--- config.mk ---
export PLATFORM = sky130hd
export DESIGN_NAME = sc_edge_rx
export DESIGN_NICKNAME = d
export VERILOG_FILES = /design/src/rtl/sc_edge_rx_pkg.sv /design/src/rtl/sc_edge_rx_sync.sv /design/src/rtl/sc_edge_rx_timer.sv /design/src/rtl/sc_edge_rx_count.sv /design/src/rtl/sc_edge_rx.sv
export SDC_FILE = /design/constraint.sdc
export NUM_CORES = 1
export LEC_CHECK = 0
export BUFFER_PORTS_ARGS = -buffer_cell sky130_fd_sc_hd__buf_2
export CAP_MARGIN = 20
export CORE_MARGIN = 8
export CORE_UTILIZATION = 39
export CTS_BUF_LIST = sky130_fd_sc_hd__clkbuf_8
export DETAILED_ROUTE_END_ITERATION = 10
export PLACE_DENSITY = 0.65
export SLEW_MARGIN = 30
export SYNTH_ARGS = -nofsm -noshare
export SYNTH_HDL_FRONTEND = slang
export SYNTH_SLANG_ARGS = --single-unit
--- constraint.sdc ---
create_clock -name clk_i -period 4.8 [get_ports clk_i]
set_input_delay 0 -clock clk_i [delete_from_list [all_inputs] [get_ports clk_i]]
set_output_delay 0 -clock clk_i [all_outputs]
set_load 0.005 [all_outputs]
--- src/rtl/sc_edge_rx_pkg.sv ---
package sc_edge_rx_pkg;
   typedef enum logic [1:0] {
      PH_IDLE = 2'd0,
      PH_WAIT = 2'd1,
      PH_BIT  = 2'd2
   } rx_phase_e;
endpackage

--- src/rtl/sc_edge_rx_sync.sv ---
module sc_edge_rx_sync #(
   parameter int STAGES = 2
) (
   input  logic clk_i,
   input  logic rst_ni,
   input  logic d_i,
   output logic edge_o
);
   generate
      if (STAGES < 2) begin : g_bad_stages
         $error("sc_edge_rx_sync: STAGES must be at least 2");
      end
   endgenerate

   logic [STAGES-1:0] chain_q;
   logic              last_q;

   generate
      for (genvar s = 0; s < STAGES; s++) begin : g_stage
         if (s == 0) begin : g_first
            always_ff @(posedge clk_i or negedge rst_ni) begin
               if (!rst_ni) chain_q[s] <= 1'b0;
               else         chain_q[s] <= d_i;
            end
         end else begin : g_rest
            always_ff @(posedge clk_i or negedge rst_ni) begin
               if (!rst_ni) chain_q[s] <= 1'b0;
               else         chain_q[s] <= chain_q[s-1];
            end
         end
      end
   endgenerate

   always_ff @(posedge clk_i or negedge rst_ni) begin
      if (!rst_ni) last_q <= 1'b0;
      else         last_q <= chain_q[STAGES-1];
   end

   assign edge_o = chain_q[STAGES-1] ^ last_q;
endmodule

--- src/rtl/sc_edge_rx_timer.sv ---
module sc_edge_rx_timer
   import sc_edge_rx_pkg::*;
#(
   parameter int WAIT_TICKS = 490,
   parameter int BIT_TICKS  = 150
) (
   input  logic clk_i,
   input  logic rst_ni,
   input  logic tick_i,
   input  logic restart_i,
   input  logic halt_i,
   output logic wait_close_o,
   output logic win_close_o,
   output logic busy_o,
   output logic in_window_o
);
   localparam int LONGEST = (WAIT_TICKS > BIT_TICKS) ? WAIT_TICKS : BIT_TICKS;
   localparam int TW      = $clog2(LONGEST + 1);
   localparam logic [TW-1:0] WAIT_LAST = TW'(WAIT_TICKS - 1);
   localparam logic [TW-1:0] BIT_LAST  = TW'(BIT_TICKS - 1);

   rx_phase_e     phase_q;
   logic [TW-1:0] cnt_q;

   assign wait_close_o = (phase_q == PH_WAIT) && tick_i && (cnt_q == WAIT_LAST);
   assign win_close_o  = (phase_q == PH_BIT)  && tick_i && (cnt_q == BIT_LAST);
   assign busy_o       = (phase_q != PH_IDLE);
   assign in_window_o  = (phase_q == PH_BIT);

   always_ff @(posedge clk_i or negedge rst_ni) begin
      if (!rst_ni) begin
         phase_q <= PH_IDLE;
         cnt_q   <= '0;
      end else if (restart_i) begin
         phase_q <= PH_WAIT;
         cnt_q   <= '0;
      end else if (halt_i) begin
         phase_q <= PH_IDLE;
         cnt_q   <= '0;
      end else if (wait_close_o || win_close_o) begin
         phase_q <= PH_BIT;
         cnt_q   <= '0;
      end else if (tick_i && phase_q != PH_IDLE) begin
         cnt_q   <= cnt_q + 1'b1;
      end
   end
endmodule

--- src/rtl/sc_edge_rx_count.sv ---
module sc_edge_rx_count #(
   parameter int LO_EDGES = 20,
   parameter int HI_EDGES = 60
) (
   input  logic clk_i,
   input  logic rst_ni,
   input  logic clr_i,
   input  logic en_i,
   input  logic edge_i,
   output logic bit_o
);
   localparam int CW = $clog2(HI_EDGES + 1);
   localparam logic [CW-1:0] SAT = CW'(HI_EDGES);
   localparam logic [CW-1:0] LO  = CW'(LO_EDGES);

   logic [CW-1:0] cnt_q;
   logic [CW-1:0] cnt_now;

   always_comb begin
      cnt_now = cnt_q;
      if (en_i && edge_i && cnt_q != SAT) cnt_now = cnt_q + 1'b1;
   end

   assign bit_o = (cnt_now > LO) && (cnt_now < SAT);

   always_ff @(posedge clk_i or negedge rst_ni) begin
      if (!rst_ni)    cnt_q <= '0;
      else if (clr_i) cnt_q <= '0;
      else            cnt_q <= cnt_now;
   end
endmodule

--- src/rtl/sc_edge_rx.sv ---
module sc_edge_rx #(
   parameter int MAX_BITS    = 16,
   parameter int REQ_W       = 5,
   parameter int WAIT_TICKS  = 490,
   parameter int BIT_TICKS   = 150,
   parameter int LO_EDGES    = 20,
   parameter int HI_EDGES    = 60,
   parameter int SYNC_STAGES = 2
) (
   input  logic                clk_i,
   input  logic                rst_ni,
   input  logic                tick_i,
   input  logic                start_i,
   input  logic [REQ_W-1:0]    nbits_i,
   input  logic                rx_i,
   output logic [MAX_BITS-1:0] data_o,
   output logic                done_o,
   output logic                busy_o
);
   localparam int IW  = $clog2(MAX_BITS + 1);
   localparam int IXW = (MAX_BITS > 1) ? $clog2(MAX_BITS) : 1;

   generate
      if (HI_EDGES <= LO_EDGES + 1) begin : g_bad_range
         $error("sc_edge_rx: decision range is empty");
      end
      if (BIT_TICKS < 2 || WAIT_TICKS < 1) begin : g_bad_time
         $error("sc_edge_rx: timing parameters too small");
      end
      if ((1 << REQ_W) <= MAX_BITS) begin : g_bad_req
         $error("sc_edge_rx: REQ_W cannot express MAX_BITS");
      end
   endgenerate

   logic          edge_w, wait_close, win_close, in_window, bit_w, halt;
   logic [IW-1:0] cap_q, idx_q, cap_d;
   logic [MAX_BITS-1:0] data_q;
   logic          done_q;

   assign cap_d = (int'(nbits_i) > MAX_BITS) ? IW'(MAX_BITS) : IW'(nbits_i);

   assign halt = !start_i &&
                 ((wait_close && cap_q == '0) ||
                  (win_close && idx_q == cap_q - 1'b1));

   sc_edge_rx_sync #(.STAGES(SYNC_STAGES)) u_sync (
      .clk_i  (clk_i),
      .rst_ni (rst_ni),
      .d_i    (rx_i),
      .edge_o (edge_w)
   );

   sc_edge_rx_timer #(.WAIT_TICKS(WAIT_TICKS), .BIT_TICKS(BIT_TICKS)) u_timer (
      .clk_i        (clk_i),
      .rst_ni       (rst_ni),
      .tick_i       (tick_i),
      .restart_i    (start_i),
      .halt_i       (halt),
      .wait_close_o (wait_close),
      .win_close_o  (win_close),
      .busy_o       (busy_o),
      .in_window_o  (in_window)
   );

   sc_edge_rx_count #(.LO_EDGES(LO_EDGES), .HI_EDGES(HI_EDGES)) u_count (
      .clk_i  (clk_i),
      .rst_ni (rst_ni),
      .clr_i  (start_i || wait_close || win_close),
      .en_i   (in_window),
      .edge_i (edge_w),
      .bit_o  (bit_w)
   );

   always_ff @(posedge clk_i or negedge rst_ni) begin
      if (!rst_ni) begin
         cap_q  <= '0;
         idx_q  <= '0;
         data_q <= '0;
         done_q <= 1'b0;
      end else if (start_i) begin
         cap_q  <= cap_d;
         idx_q  <= '0;
         data_q <= '0;
         done_q <= 1'b0;
      end else begin
         done_q <= halt;
         if (win_close) begin
            data_q[idx_q[IXW-1:0]] <= bit_w;
            idx_q <= idx_q + 1'b1;
         end
      end
   end

   assign data_o = data_q;
   assign done_o = done_q;
endmodule

==> results of run 1 <==
## routing by layer
| metal | GRT usage, % | vias up | routed length [microns] |
|---|---|---|---|
| li1 | - | 982 | - |
| met2 | 17.9 | 21 | 2490 |
| met4 | 3.48 | 0 | 56 |
| met3 | 2.63 | 5 | 136 |
| met5 | 0 | - | 0 |
| met1 | 14.7 | 958 | 2610 |
## per-stage QoR
step	utilization (%)	instance area, sq um	hold slack [ps]
after global routing	44.6	2960	210
after floorplan	-	2620	-296
after global placement	42.2	2800	108
after CTS	44.5	2960	164
final	44.6	2960	170
after detailed placement	42.2	2810	49.3
## worst min path at each step
stage,startpoint,to,slack [ps],cells past startpoint
after floorplan,rst_ni,cap_q[0]$_DFFE_PN0P_,-300,0
final,tick_i,u_timer.cnt_q[2]$_DFFE_PN0P_,170,4
after detailed placement,rst_ni,data_o[10]$_DFFE_PN0P_,50,1
after global routing,tick_i,u_timer.cnt_q[1]$_DFFE_PN0P_,210,3
after CTS,tick_i,u_timer.cnt_q[2]$_DFFE_PN0P_,160,4
after global placement,rx_i,u_sync.chain_q[0]$_DFF_PN0_,110,1
## registers in the layout (all words and copies together), names as in the netlist
name and count:
u_timer.phase_q 2, cap_q 5, data_o 16, idx_q 5, u_sync.chain_q 2, u_sync.last_q 1
done_o 1, u_count.cnt_q 6, u_timer.cnt_q 9
## layout by cell type, fill, tap and decap left out, types with 2 or more instances in the layout
cell / netlist / layout
nor3b_1: 3 / 3
nand3b_1: 16 / 16
nand4_1: 4 / 4
inv_1: 10 / 12
nand2_1: 14 / 14
dfrtp_1: 47 / 47
buf_4: 1 / 4
nand4b_1: 2 / 2
xor2_1: 11 / 11
a21oi_1: 2 / 2
o211ai_1: 2 / 2
o22ai_1: 4 / 4
nor4_1: 3 / 3
nor2_1: 26 / 26
buf_2: 5 / 26
o41ai_2: 10 / 10
ha_1: 9 / 9
clkbuf_8: 0 / 5
nor3_1: 6 / 6
xnor2_1: 12 / 12
nand3_1: 25 / 25
nor2b_1: 5 / 5
and2_1: 2 / 2
o41ai_1: 6 / 6
dlygate4sd3_1: 0 / 7
## critical path: cells and delay by family, from the launching register on
kind	cells	cell delay, ps
AO/OA/AOI/OAI	2	450
XOR/XNOR	1	380
adder cells (fa/ha/maj)	1	230
buffers and inverters	2	330
flip-flops	1	460
AND/OR/NAND/NOR	2	510
## power breakdown
part | internal [mW] | switching [mW]
registers | 0.403 | 0.00727
logic | 0.0254 | 0.0312
clock network | 0.0983 | 0.132
## repair_timing
item                      CTS  global route
hold endpoints to repair   53             0
hold buffers                7             0
setup buffers               0             0
## kinds of logic (layout without fill, tap and decap cells)
family / count (synthesis) / after routing
and+or+nand+nor: 115 / 115
muxes: 2 / 2
AOI/OAI and AO/OA: 34 / 34
DFF: 47 / 47
xor gates and xnor gates: 23 / 23
buffers and inverters: 25 / 55
adders and majority gates: 9 / 9
## layout make-up
| class | instances | area, sq um |
|---|---|---|
| Clock buffer | 5 | 68.8 |
| Clock inverter | 3 | 12.5 |
| Fill cell | 633 | 3680 |
| Inverter | 10 | 37.5 |
| Multi-Input combinational cell | 183 | 1340 |
| Sequential cell | 47 | 1180 |
| Tap cell | 80 | 100 |
| Timing Repair Buffer | 37 | 230 |
==> flow_summary.yaml, run 1 <==
run_status:
  status: "finished, final reports clean"
synthesis:
  seq_area_frac_synth_pct: 44.9
  yosys_warnings: 0
  ys_top_cells_by_count: "dfrtp_1, nor2_1, nand3_1, nand3b_1, nand2_1"
  synth_top_area_share_pct: 44.9
  muxShareOfSynthArea_pct: 0.813
  synth-simple-area-share_pct: 24.1
  async_reset_ff_share_pct: 100
  syn_avg_cell_area_sq_um: 10.3
  synth_area_leaders: "dfrtp_1, o41ai_2, nand3_1, nand3b_1, ha_1"
  synth_edf_count: 0
  yosysUniqueCellTypes: 47
  synth_xor_area_share_pct: 7.70
  yosysTopAreaCell: "dfrtp_1"
  synth_flop_cell: "dfrtp_1"
  synth.net_count: 274
  yosysMostFrequentCell: "dfrtp_1"
  ys_seq_elements: 47
  synthesis.area_sq_mm: 0.00262
  synthAdderAreaFrac_pct: 4.30
  synth_compound_area_share_pct: 13.9
  syn_inst: 255
  synth_top_family_by_area: "simple AND/OR/NAND/NOR gates"
route:
  routed_wl_microns: 5290
  drtAntennaViolNets: 0
  wl_per_cell_microns: 14.5
  vias: 1966
  drc_errors: 0
  first_iter_violations: 70
  viasPerCell: 5.39
  dr.pass1.iters: 4
pwr:
  ir_worst_vdd_mv: 0.117
  p_per_area_mw_per_mm2: 235
  finalPower_mw: 0.697
  p_leak_nw: 1.29
critical_path:
  ff2ff_setup_slack_ps: 2350
  r2r_start: "u_count.cnt_q[0]$_DFF_PN0_"
  required_ps: 4990
  crit_slowest_cell: "dfrtp_1"
  worstRegToRegCells: 8
  critPathLaunch: "u_count.cnt_q[0]$_DFF_PN0_"
  critical_path_class: "reg -> reg"
  critPathMaxFanout: 16
  endpoint_kind: "flip-flop"
  crit_chain: "inv_1, ha_1, and3_1, nor4_1, xor2_1, o32ai_2, buf_4, o41ai_1"
  worstPathArrival_ps: 2650
  start_kind: "flip-flop"
  timing.rr.end: "data_o[4]$_DFFE_PN0P_"
  endpoint: "data_o[4]$_DFFE_PN0P_"
  critPathMaxStageDelay_ps: 460
clocking:
  tritoncts: "done"
  htree_levels: 2
  clk_pin_slew_worst_paths_ps: 90
  root_buffer: "clkbuf_8"
  clock_sinks: 47
  cts_buffers: 5
  insertion_delay_ps: 300
  cts_buffer_depth: 2
  cts_resized: 0
finish:
  final_net_count: 303
  drive_gt1_share_pct: 18.6
  syn_to_final_growth_pct: 13.2
  diodes: 0
  instances_no_fill: 365
floorplanning:
  core_area_sq_mm: 0.00664
  fp-row-count: 30
  die_w_microns: 97.9
  initial_core_util_pct: 39.4
  ios: 28
  dieArea_sq_mm: 0.00959
  fp.dieH_microns: 97.9
sta:
  skew_ps: 5.00
  hold_viol_final: 0
  fin_crit_ps: 2450
  fin_crit_sh_pct: 51.1
  fmax_mhz: 407
  slew_headroom_pct: 43.6
  slew_violations: 0
  fin_ws_ps: 2350
  max_slew.worst_pin.slew_ps: 846
  finalSetupViolCount: 0
  fin_setup_tns_ps: 0
  grt_setup_unrepaired: "no"
placement:
  routabilityCongestion: 0.804
  dp_cells: 349
  io_buffers: 27
  dp.final_hpwl_microns: 3680
  dp_slack_ps: 2190
grt:
  grt_first_pass_wirelength_microns: 9090
  antenna_found_initial: 0
  grt-ovfl-total: 0
  grt_util_all_layers_pct: 11.2
  grt_pass1_vias: 1971
  grt_max_degree: 51
worst_hold_path:
  worstHoldPathType: "in -> reg"
flow_run:
  cap_viol_max_count: 0
Power figures use the tool's default switching activity.
==> inputs of run 2 (changes only) <==
Settings changed: PLACE_DENSITY 0.65 to 0.67.
Clock period 4.8 ns to 2 ns, I/O delays scaled along.
==> run 2 against run 1 <==
The flow now finishes with violations (setup timing); total power grew to 2.7 times the previous value; largest power group unchanged; critical path type unchanged; sequential cell count is the same; global-route usage increased by 2.5 points; hold slack lost 120 ps; routed wire length grew 26%; critical endpoint is now data_o[8]$_DFFE_PN0P_; combinational power rose to 3.2 times the previous value; sequential power rose by 140%; core utilization grew 9.9 points; clock power grew to 3.2 times the previous value; non-clock buffer count up 40.
==> flow_summary.yaml, run 2 (synthesis results as in run 1) <==
critical_path:
  crit_chain: "inv_2, ha_4, and3_4, or4_4, a21oi_4, o32ai_4, buf_6, o41ai_2"
  critical_path_class: "reg -> reg"
  start_kind: "flip-flop"
  critPathMaxFanout: 3
  critPathTopFamily: "compound AO/OA/AOI/OAI gates"
  crit_slowest_cell: "dfrtp_1"
  worstPathArrival_ps: 2360
  endpoint_kind: "flip-flop"
  path_buf_inv: 2
  required_ps: 2200
  critPathMaxStageDelay_ps: 440
clocking:
  clock_sinks: 47
  insertion_delay_ps: 310
  tritoncts: "done"
  cts_buffers: 5
  root_buffer: "clkbuf_8"
  cts_buffer_depth: 2
  clk_pin_slew_worst_paths_ps: 100
  htree_levels: 2
route:
  wl_per_cell_microns: 16.4
  vias: 2208
  dr.pass1.iters: 4
  drtAntennaViolNets: 0
  routed_wl_microns: 6670
  first_iter_violations: 93
  drc_errors: 0
  viasPerCell: 5.44
run_status:
  violations: "setup timing"
  status: "finished with violations"
pwr:
  p_leak_nw: 1.66
  ir_worst_vdd_mv: 0.278
  finalPower_mw: 1.91
  p_per_area_mw_per_mm2: 526
finish:
  diodes: 0
  final_net_count: 344
  instances_no_fill: 406
  layout_common_cells: "dfrtp_1, buf_4, buf_2"
  drive_gt1_share_pct: 35.0
  fillers: 583
  final_util_pct: 54.5
  syn_to_final_growth_pct: 38.4
  largest_register_ffs: 16
  final_common_cell: "dfrtp_1"
sta:
  fmax_mhz: 462
  fin_ws_ps: -163
  hold_viol_final: 0
  grt_setup_unrepaired: "yes"
  fin_setup_tns_ps: -1580
  skew_ps: 8.70
  fin_crit_ps: 2160
  slew_headroom_pct: 58.8
  slew_violations: 0
  finalSetupViolCount: 16
  max_slew.worst_pin.slew_ps: 618
  fin_crit_sh_pct: 108
floorplanning:
  dieArea_sq_mm: 0.00959
  ios: 28
  fp-row-count: 30
  die_w_microns: 97.9
  initial_core_util_pct: 39.4
  core_area_sq_mm: 0.00664
  fp.dieH_microns: 97.9
grt:
  grt_pass1_vias: 2291
  met3_usage_pct: 2.99
  grt-ovfl-total: 0
  grt_max_degree: 48
  grt_first_pass_wirelength_microns: 10900
  met1_usage_pct: 18.0
  busiest_layer: "met2"
  antenna_found_initial: 0
  grt_util_all_layers_pct: 13.7
  met2_usage_pct: 21.5
placement:
  dp_cells: 374
  io_buffers: 27
  dp.final_hpwl_microns: 4050
  dp_slack_ps: -236
  routabilityCongestion: 0.823
flow_run:
  cap_viol_max_count: 0
worst_hold_path:
  worstHoldPathType: "in -> reg"
==> run 2: path summary, 6_finish.rpt <==
check,startpoint,endpoint,slack [ps],cells past startpoint
worst max-delay path,u_count.cnt_q[0]$_DFF_PN0_,data_o[8]$_DFFE_PN0P_,-160,8
worst min-delay path,start_i,idx_q[2]$_DFFE_PN0P_,50,2
worst max register to register,u_count.cnt_q[0]$_DFF_PN0_,data_o[8]$_DFFE_PN0P_,-160,8
worst min register to register,u_sync.chain_q[0]$_DFF_PN0_,u_sync.chain_q[1]$_DFF_PN0_,380,0
max in group asynchronous,rst_ni,u_count.cnt_q[1]$_DFF_PN0_,1230,3
min in group asynchronous,rst_ni,data_o[6]$_DFFE_PN0P_,300,3
==> run 2: area by class of cell <==
cell class	instances	area (sq um)	area share, %
clock inverter	2	35.0	0.967
clock buffer	6	82.6	2.28
multi-input combinational	184	1590	43.8
timing repair buffer	77	603	16.6
sequential	47	1180	32.5
inverter	10	37.5	1.04
tap	80	100	2.76
==> run 2: power by group <==
group / leakage, nW / switching [mW] / internal [mW]
combinational: 0.964 / 0.0937 / 0.0874
sequential: 0.637 / 0.0150 / 0.966
clock: 0.0612 / 0.339 / 0.405
total: 1.66 / 0.448 / 1.46
==> run 2: metrics by stage <==
| stage | hold slack, ps | cell area (sq um) |
|---|---|---|
| 6_report | 49.3 | 3620 |
| 5_1_grt | 79.4 | 3620 |
| 4_1_cts | 27.8 | 3430 |
| 3_5_place_dp | 117 | 3070 |
| 3_3_place_gp | 112 | 3070 |
| 2_1_floorplan | -296 | 2670 |
==> run 2: what timing repair did <==
action                                  4_1_cts  5_1_grt
setup buffers                                 6        5
cloned                                        1        1
pin swaps                                    11        7
gates resized for setup                      12       20
hold endpoints to repair                     53        0
hold buffers                                 11        0
endpoints found under the setup margin       16       17
==> run 2: per-layer routing <==
metal	vias to the layer above	share of wire, %
met1	1102	45
met5	-	0
li1	1059	-
met4	0	1.6
met3	11	3.6
met2	36	50
==> run 2: worst reg2reg max path: stages, from the launching register on <==
cell	delay, ps
dfrtp_1	440
inv_2	80
ha_4	170
and3_4	160
or4_4	430
a21oi_4	270
o32ai_4	130
buf_6	150
o41ai_2	230
